==> src/rtl/fwd_pkg.sv <==
package fwd_pkg;
  // Operand source selects; the two-bit codes are decoded by the ALU input muxes
  typedef enum logic [1:0] {
    SRC_REGFILE = 2'b00,
    SRC_WB      = 2'b01,
    SRC_EXMEM   = 2'b10
  } fwd_src_e;

  // One producer of a register result further down the pipeline
  typedef struct packed {
    logic       we;
    logic [4:0] rd;
  } producer_t;
endpackage

==> src/rtl/fwd_match.sv <==
// Decides whether one producer can feed one source operand.
module fwd_match #(
  parameter int REG_W = 5
) (
  input  logic [REG_W-1:0] src,
  input  logic [REG_W-1:0] dst,
  input  logic             we,
  output logic             hit
);
  localparam logic [REG_W-1:0] ZERO_REG = '0;

  logic dst_live;
  logic same_reg;

  always_comb begin
    dst_live = we && (dst != ZERO_REG);
    same_reg = (dst == src);
    hit      = dst_live && same_reg;
  end


  always_comb begin
    if (!we) begin
      no_disabled_hit_chk: assert (!hit)
        else $error("hit raised with write enable low");
    end
  end
endmodule

==> src/rtl/fwd_operand_sel.sv <==
// Priority choice for one operand: the younger producer wins.
module fwd_operand_sel #(
  parameter int REG_W = 5
) (
  input  logic [REG_W-1:0] src,
  input  logic [REG_W-1:0] exmem_rd,
  input  logic             exmem_we,
  input  logic [REG_W-1:0] memwb_rd,
  input  logic             memwb_we,
  output logic [1:0]       sel
);
  import fwd_pkg::*;

  logic young_hit;
  logic old_hit;

  fwd_match #(.REG_W(REG_W)) young_m (
    .src (src),
    .dst (exmem_rd),
    .we  (exmem_we),
    .hit (young_hit)
  );

  fwd_match #(.REG_W(REG_W)) old_m (
    .src (src),
    .dst (memwb_rd),
    .we  (memwb_we),
    .hit (old_hit)
  );

  always_comb begin
    if (young_hit)    sel = SRC_EXMEM;
    else if (old_hit) sel = SRC_WB;
    else              sel = SRC_REGFILE;
  end

  always_comb begin

    if (young_hit) begin
      young_wins_chk: assert (sel == SRC_EXMEM)
        else $error("younger producer did not take priority");
    end

    if (src == '0) begin
      zero_reg_chk: assert (sel == SRC_REGFILE)
        else $error("register 0 forwarded");
    end

    if (sel == SRC_EXMEM) begin
      exmem_src_chk: assert (exmem_we && (exmem_rd == src))
        else $error("execute/memory select without matching producer");
    end
  end
endmodule

==> src/rtl/fwd_unit.sv <==
// Operand bypass selector for the two ALU inputs of the execute stage.
module fwd_unit #(
  parameter int REG_W  = 5,
  parameter int NUM_OP = 2
) (
  input  logic [4:0] rs_ex,
  input  logic [4:0] rt_ex,
  input  logic [4:0] exmem_rd,
  input  logic       exmem_we,
  input  logic [4:0] memwb_rd,
  input  logic       memwb_we,
  output logic [1:0] sel_a,
  output logic [1:0] sel_b
);
  localparam int OP_A = 0;
  localparam int OP_B = 1;

  logic [REG_W-1:0] src_vec [NUM_OP];
  logic [1:0]       sel_vec [NUM_OP];

  always_comb begin
    src_vec[OP_A] = rs_ex;
    src_vec[OP_B] = rt_ex;
  end

  // one independent selector per operand
  for (genvar g = 0; g < NUM_OP; g++) begin : g_op
    fwd_operand_sel #(.REG_W(REG_W)) op_sel (
      .src      (src_vec[g]),
      .exmem_rd (exmem_rd),
      .exmem_we (exmem_we),
      .memwb_rd (memwb_rd),
      .memwb_we (memwb_we),
      .sel      (sel_vec[g])
    );
  end

  always_comb begin
    sel_a = sel_vec[OP_A];
    sel_b = sel_vec[OP_B];
  end


  always_comb begin
    sel_a_code_chk: assert (sel_a != 2'b11)
      else $error("illegal select on operand A");
    sel_b_code_chk: assert (sel_b != 2'b11)
      else $error("illegal select on operand B");
  end
endmodule

==> config.mk <==
export PLATFORM = sky130hd
export DESIGN_NAME = fwd_unit
export DESIGN_NICKNAME = d
export VERILOG_FILES = /design/src/rtl/fwd_pkg.sv /design/src/rtl/fwd_match.sv /design/src/rtl/fwd_operand_sel.sv /design/src/rtl/fwd_unit.sv
export SDC_FILE = /design/constraint.sdc
export NUM_CORES = 1
export LEC_CHECK = 0
export BUFFER_PORTS_ARGS = -buffer_cell sky130_fd_sc_hd__buf_4
export CAP_MARGIN = 40
export CORE_AREA = 2 2 39 41
export DETAILED_ROUTE_END_ITERATION = 16
export DIE_AREA = 0 0 41 43
export PLACE_DENSITY_LB_ADDON = 0.25
export SYNTH_ARGS = -nofsm -noshare
export SYNTH_HDL_FRONTEND = slang
export SYNTH_SLANG_ARGS = --single-unit
==> constraint.sdc <==
create_clock -name vclk -period 2.07
set_input_delay 0.414 -clock vclk [all_inputs]
set_output_delay 0.414 -clock vclk [all_outputs]
set_load 0.005 [all_outputs]
* Word level (Yosys, flattened, before mapping)
Index checks and enable logic that the tools add are counted.
Word-level totals: register bits 0, input bits 22, output and inout port bits 4, logic and storage cells 16
Operators by class: equal/unequal tests 4, muxes and demuxes 4, reductions and logical operators 8
Operators by type and width (number):
- == test 5 bit | 4
- nonzero test 5 bit | 2
- logical AND 1 bit | 6
- 2-to-1 mux 2 bit | 2
- 2-to-1 mux 1 bit | 2

* Longest topological paths before layout
depth after elaboration 5, depth in mapped cells 4, gate-level depth less buffers 4

* Hierarchy
From an unflattened synthesis, not the netlist that was laid out.
Unflattened totals: cell total of the unflattened synthesis 44, area total of the unflattened synthesis 347.8 um2
By module, submodules not included:
- fwd_match | instances 4, cells each 10, area each 76.3 um2, seq. area each 0.0 um2
- fwd_operand_sel | instances 2, cells each 2, area each 21.3 um2, seq. area each 0.0 um2

* Worst setup path before layout
Ideal clock, no wire load.
kind input port to output port, from input exmem_rd[3], to output sel_b[0], arrival 1.440 ns, data required time 1.656 ns, path slack 0.216 ns, cell stages on the path 4, path buffers 0, path through or4_1 > o21ai_2 > nor4_1 > nor4_2
Between the ends: longest elaborated chain between the ends 4, elaborated cells on any way between the ends 5, those cells by class eq/ne: 1; mux: 1; reduce/logical: 3
RTL lines:
- from (decl) | line fwd_unit.sv:8 | input logic [4:0] exmem_rd,
- nonzero test 5 bit | line fwd_match.sv:16 | dst_live = we && (dst != ZERO_REG);
- logical AND 1 bit | line fwd_match.sv:16
- logical AND 1 bit (*) | line fwd_match.sv:18 | hit = dst_live && same_reg;
- via g_op[1].op_sel.young_hit | line fwd_operand_sel.sv:14 | logic young_hit;
- 2-to-1 mux 2 bit (*) | line fwd_operand_sel.sv:32 | if (young_hit) sel = SRC_EXMEM;
- to (decl) | line fwd_unit.sv:13 | output logic [1:0] sel_b
The timed path passes the listed nets; every way through them passes the cells marked *.

* Worst setup path after layout
from input exmem_rd[3], to output sel_b[0]
Between the ends: longest elaborated chain between the ends 4, elaborated cells on any way between the ends 5, those cells by class eq/ne: 1; mux: 1; reduce/logical: 3
RTL lines (line):
- nonzero test 5 bit | fwd_match.sv:16
- logical AND 1 bit | fwd_match.sv:16
- logical AND 1 bit (*) | fwd_match.sv:18
- 2-to-1 mux 2 bit (*) | fwd_operand_sel.sv:32
Every way passes the cells marked *; elsewhere a longest branch is shown, timed or not.

==> metrics.txt <==
outcome complete, no violations; RePlAce Congestion 0.6214; Buf+Inv Stages, Crit Path 2; initial antenna violation count 0; cell count after synthesis 36; total core area 1384 µm²; post-layout min period 2.048 ns; initial core utilization 0.2061; max-cap violations 0; total gr overflow 0; pin count of the biggest net entering global routing 4; Final ANT Viol Nets 0; Final Total Pwr 0.1026 mW; Slew headroom 0.6577; Power Dens Cells 189.8 nW/µm²; DP Cell Count 81; post-route cell area 540.5 µm²; Seq/Total Area, Yosys 0; crit path cell chain buf_4, or4_4, o21ai_4, nor4_2, nor4_2, buf_4; sequential cells 0; CP max stage delay 0.54 ns; non-filler instance count after layout 81; worst slack, placed -0.06413 ns; die area 1763 µm²; LEAKAGE 0.2222 nW; Hold Path Class input port to primary output; placed inst area 523.0 µm²; Worst Max-Slew Pin Slew 0.5088 ns; Vias 347; most common cell after layout, fill and taps aside buf_4; setup ws final 0.02197 ns; # rows 14; WL per Instance 10.58 µm; Setup crit start kind input port; Slew Limit Fails 0; ANT cells 0; Yosys cell types 11; fraction of layout cells with a size suffix above 1 0.5538; final setup fails 0; final net count 89; CP top delay family simple AND/OR/NAND/NOR gates; slowest CP cell or4_4; drt first pass iters 1; routed wire length 857 µm; DRC Markers 0; clkbuf count 0; final number of hold-violating endpoints 0; Area Growth Syn to Fin 89.47%; RSZ-0062 raised after global routing yes; final worst path period share 0.9894; Synth Area per Inst 7.924 µm²; Reg area 0 µm²; CTS Hold Bufs 0; vias per cell 4.284; Synth Cell Area 285.3 µm²; TNS Setup 0 ns; GRT Util Overall 0.1019; vias in the first global route 318; Port Buffer Count 26; die height 43 µm; CP endpoint kind primary output; Synthesis Warnings 0; post-synth net total 58; die width 41 µm; critical path arrival 1.63 ns; Max IR drop VDD 63.95 µV; CP max FO 2; CP required 1.66 ns; kind of critical path input port to primary output; first-pass GRT wire length 1.331 mm; most frequent cells in the layout buf_4 (31), xnor2_1 (16), xor2_1 (4); Boundary Pins 26; Fmax 488.3 MHz; Iteration-0 DRC Markers 0
## tightest hold or removal path, stage by stage
cell and delay (ns):
buf_4 0.11, nand4_1 0.08, nor4_2 0.04, buf_4 0.12
## kinds of logic (layout without fill, tap and decap cells)
family	after synthesis	count (layout)	synth area share
and+or+nand+nor	13	13	0.3026
xor gates and xnor gates	20	20	0.6140
buffers and inverters	2	31	0.05262
AOI/OAI and AO/OA	1	1	0.03071
## area by class of cell
type                            instances  area, µm²
Tap cell                               16      20.02
Multi-Input combinational cell         34      287.8
Timing Repair Buffer                   31      232.7
Fill cell                             145      843.3
## Yosys cell counts
| master | instances | area, µm² |
|---|---|---|
| o21ai_2 | 1 | 8.760 |
| nand3_1 | 2 | 10.01 |
| nor2_1 | 1 | 3.750 |
| xor2_1 | 4 | 35.03 |
| xnor2_1 | 16 | 140.1 |
| nand2_1 | 2 | 7.510 |
| or4_1 | 2 | 15.01 |
| buf_4 | 2 | 15.01 |
| nor4_1 | 2 | 12.51 |
| nand4_1 | 2 | 12.51 |
| nor4_2 | 2 | 25.02 |
## timing repair
item	in CTS	in global routing
setup buffers	0	0
endpoints found under the setup margin	2	3
pin swaps	3	1
gates resized for setup	2	1
## metrics by stage
stage	hold WS, ns	util
2_1_floorplan	0.9302	-
3_3_place_gp	1.184	0.3779
3_5_place_dp	1.183	0.3779
4_1_cts	1.192	0.3852
5_1_grt	1.203	0.3906
6_report	1.187	0.3906
## path summary, 6_finish.rpt
path | startpoint | end | slack, ns | cells after the start
worst max-delay path | exmem_rd[3] | sel_b[0] | 0.02 | 6
worst min-delay path | memwb_we | sel_b[0] | 1.19 | 4
## power breakdown
group	switching [mW]	internal [mW]	total [mW]
registers	0	0	0
logic	0.0408	0.0618	0.103
clock network	0	0	0
total	0.0408	0.0618	0.103
## routing by layer
metal / global-route usage / wire [µm] / up-vias
li1: - / - / 184
met1: 0.1361 / 344 / 147
met2: 0.1813 / 422 / 16
met3: 0.005236 / 90 / 0
met4: 0 / 0 / 0
met5: 0 / 0 / -
Power figures use the tool's default switching activity.
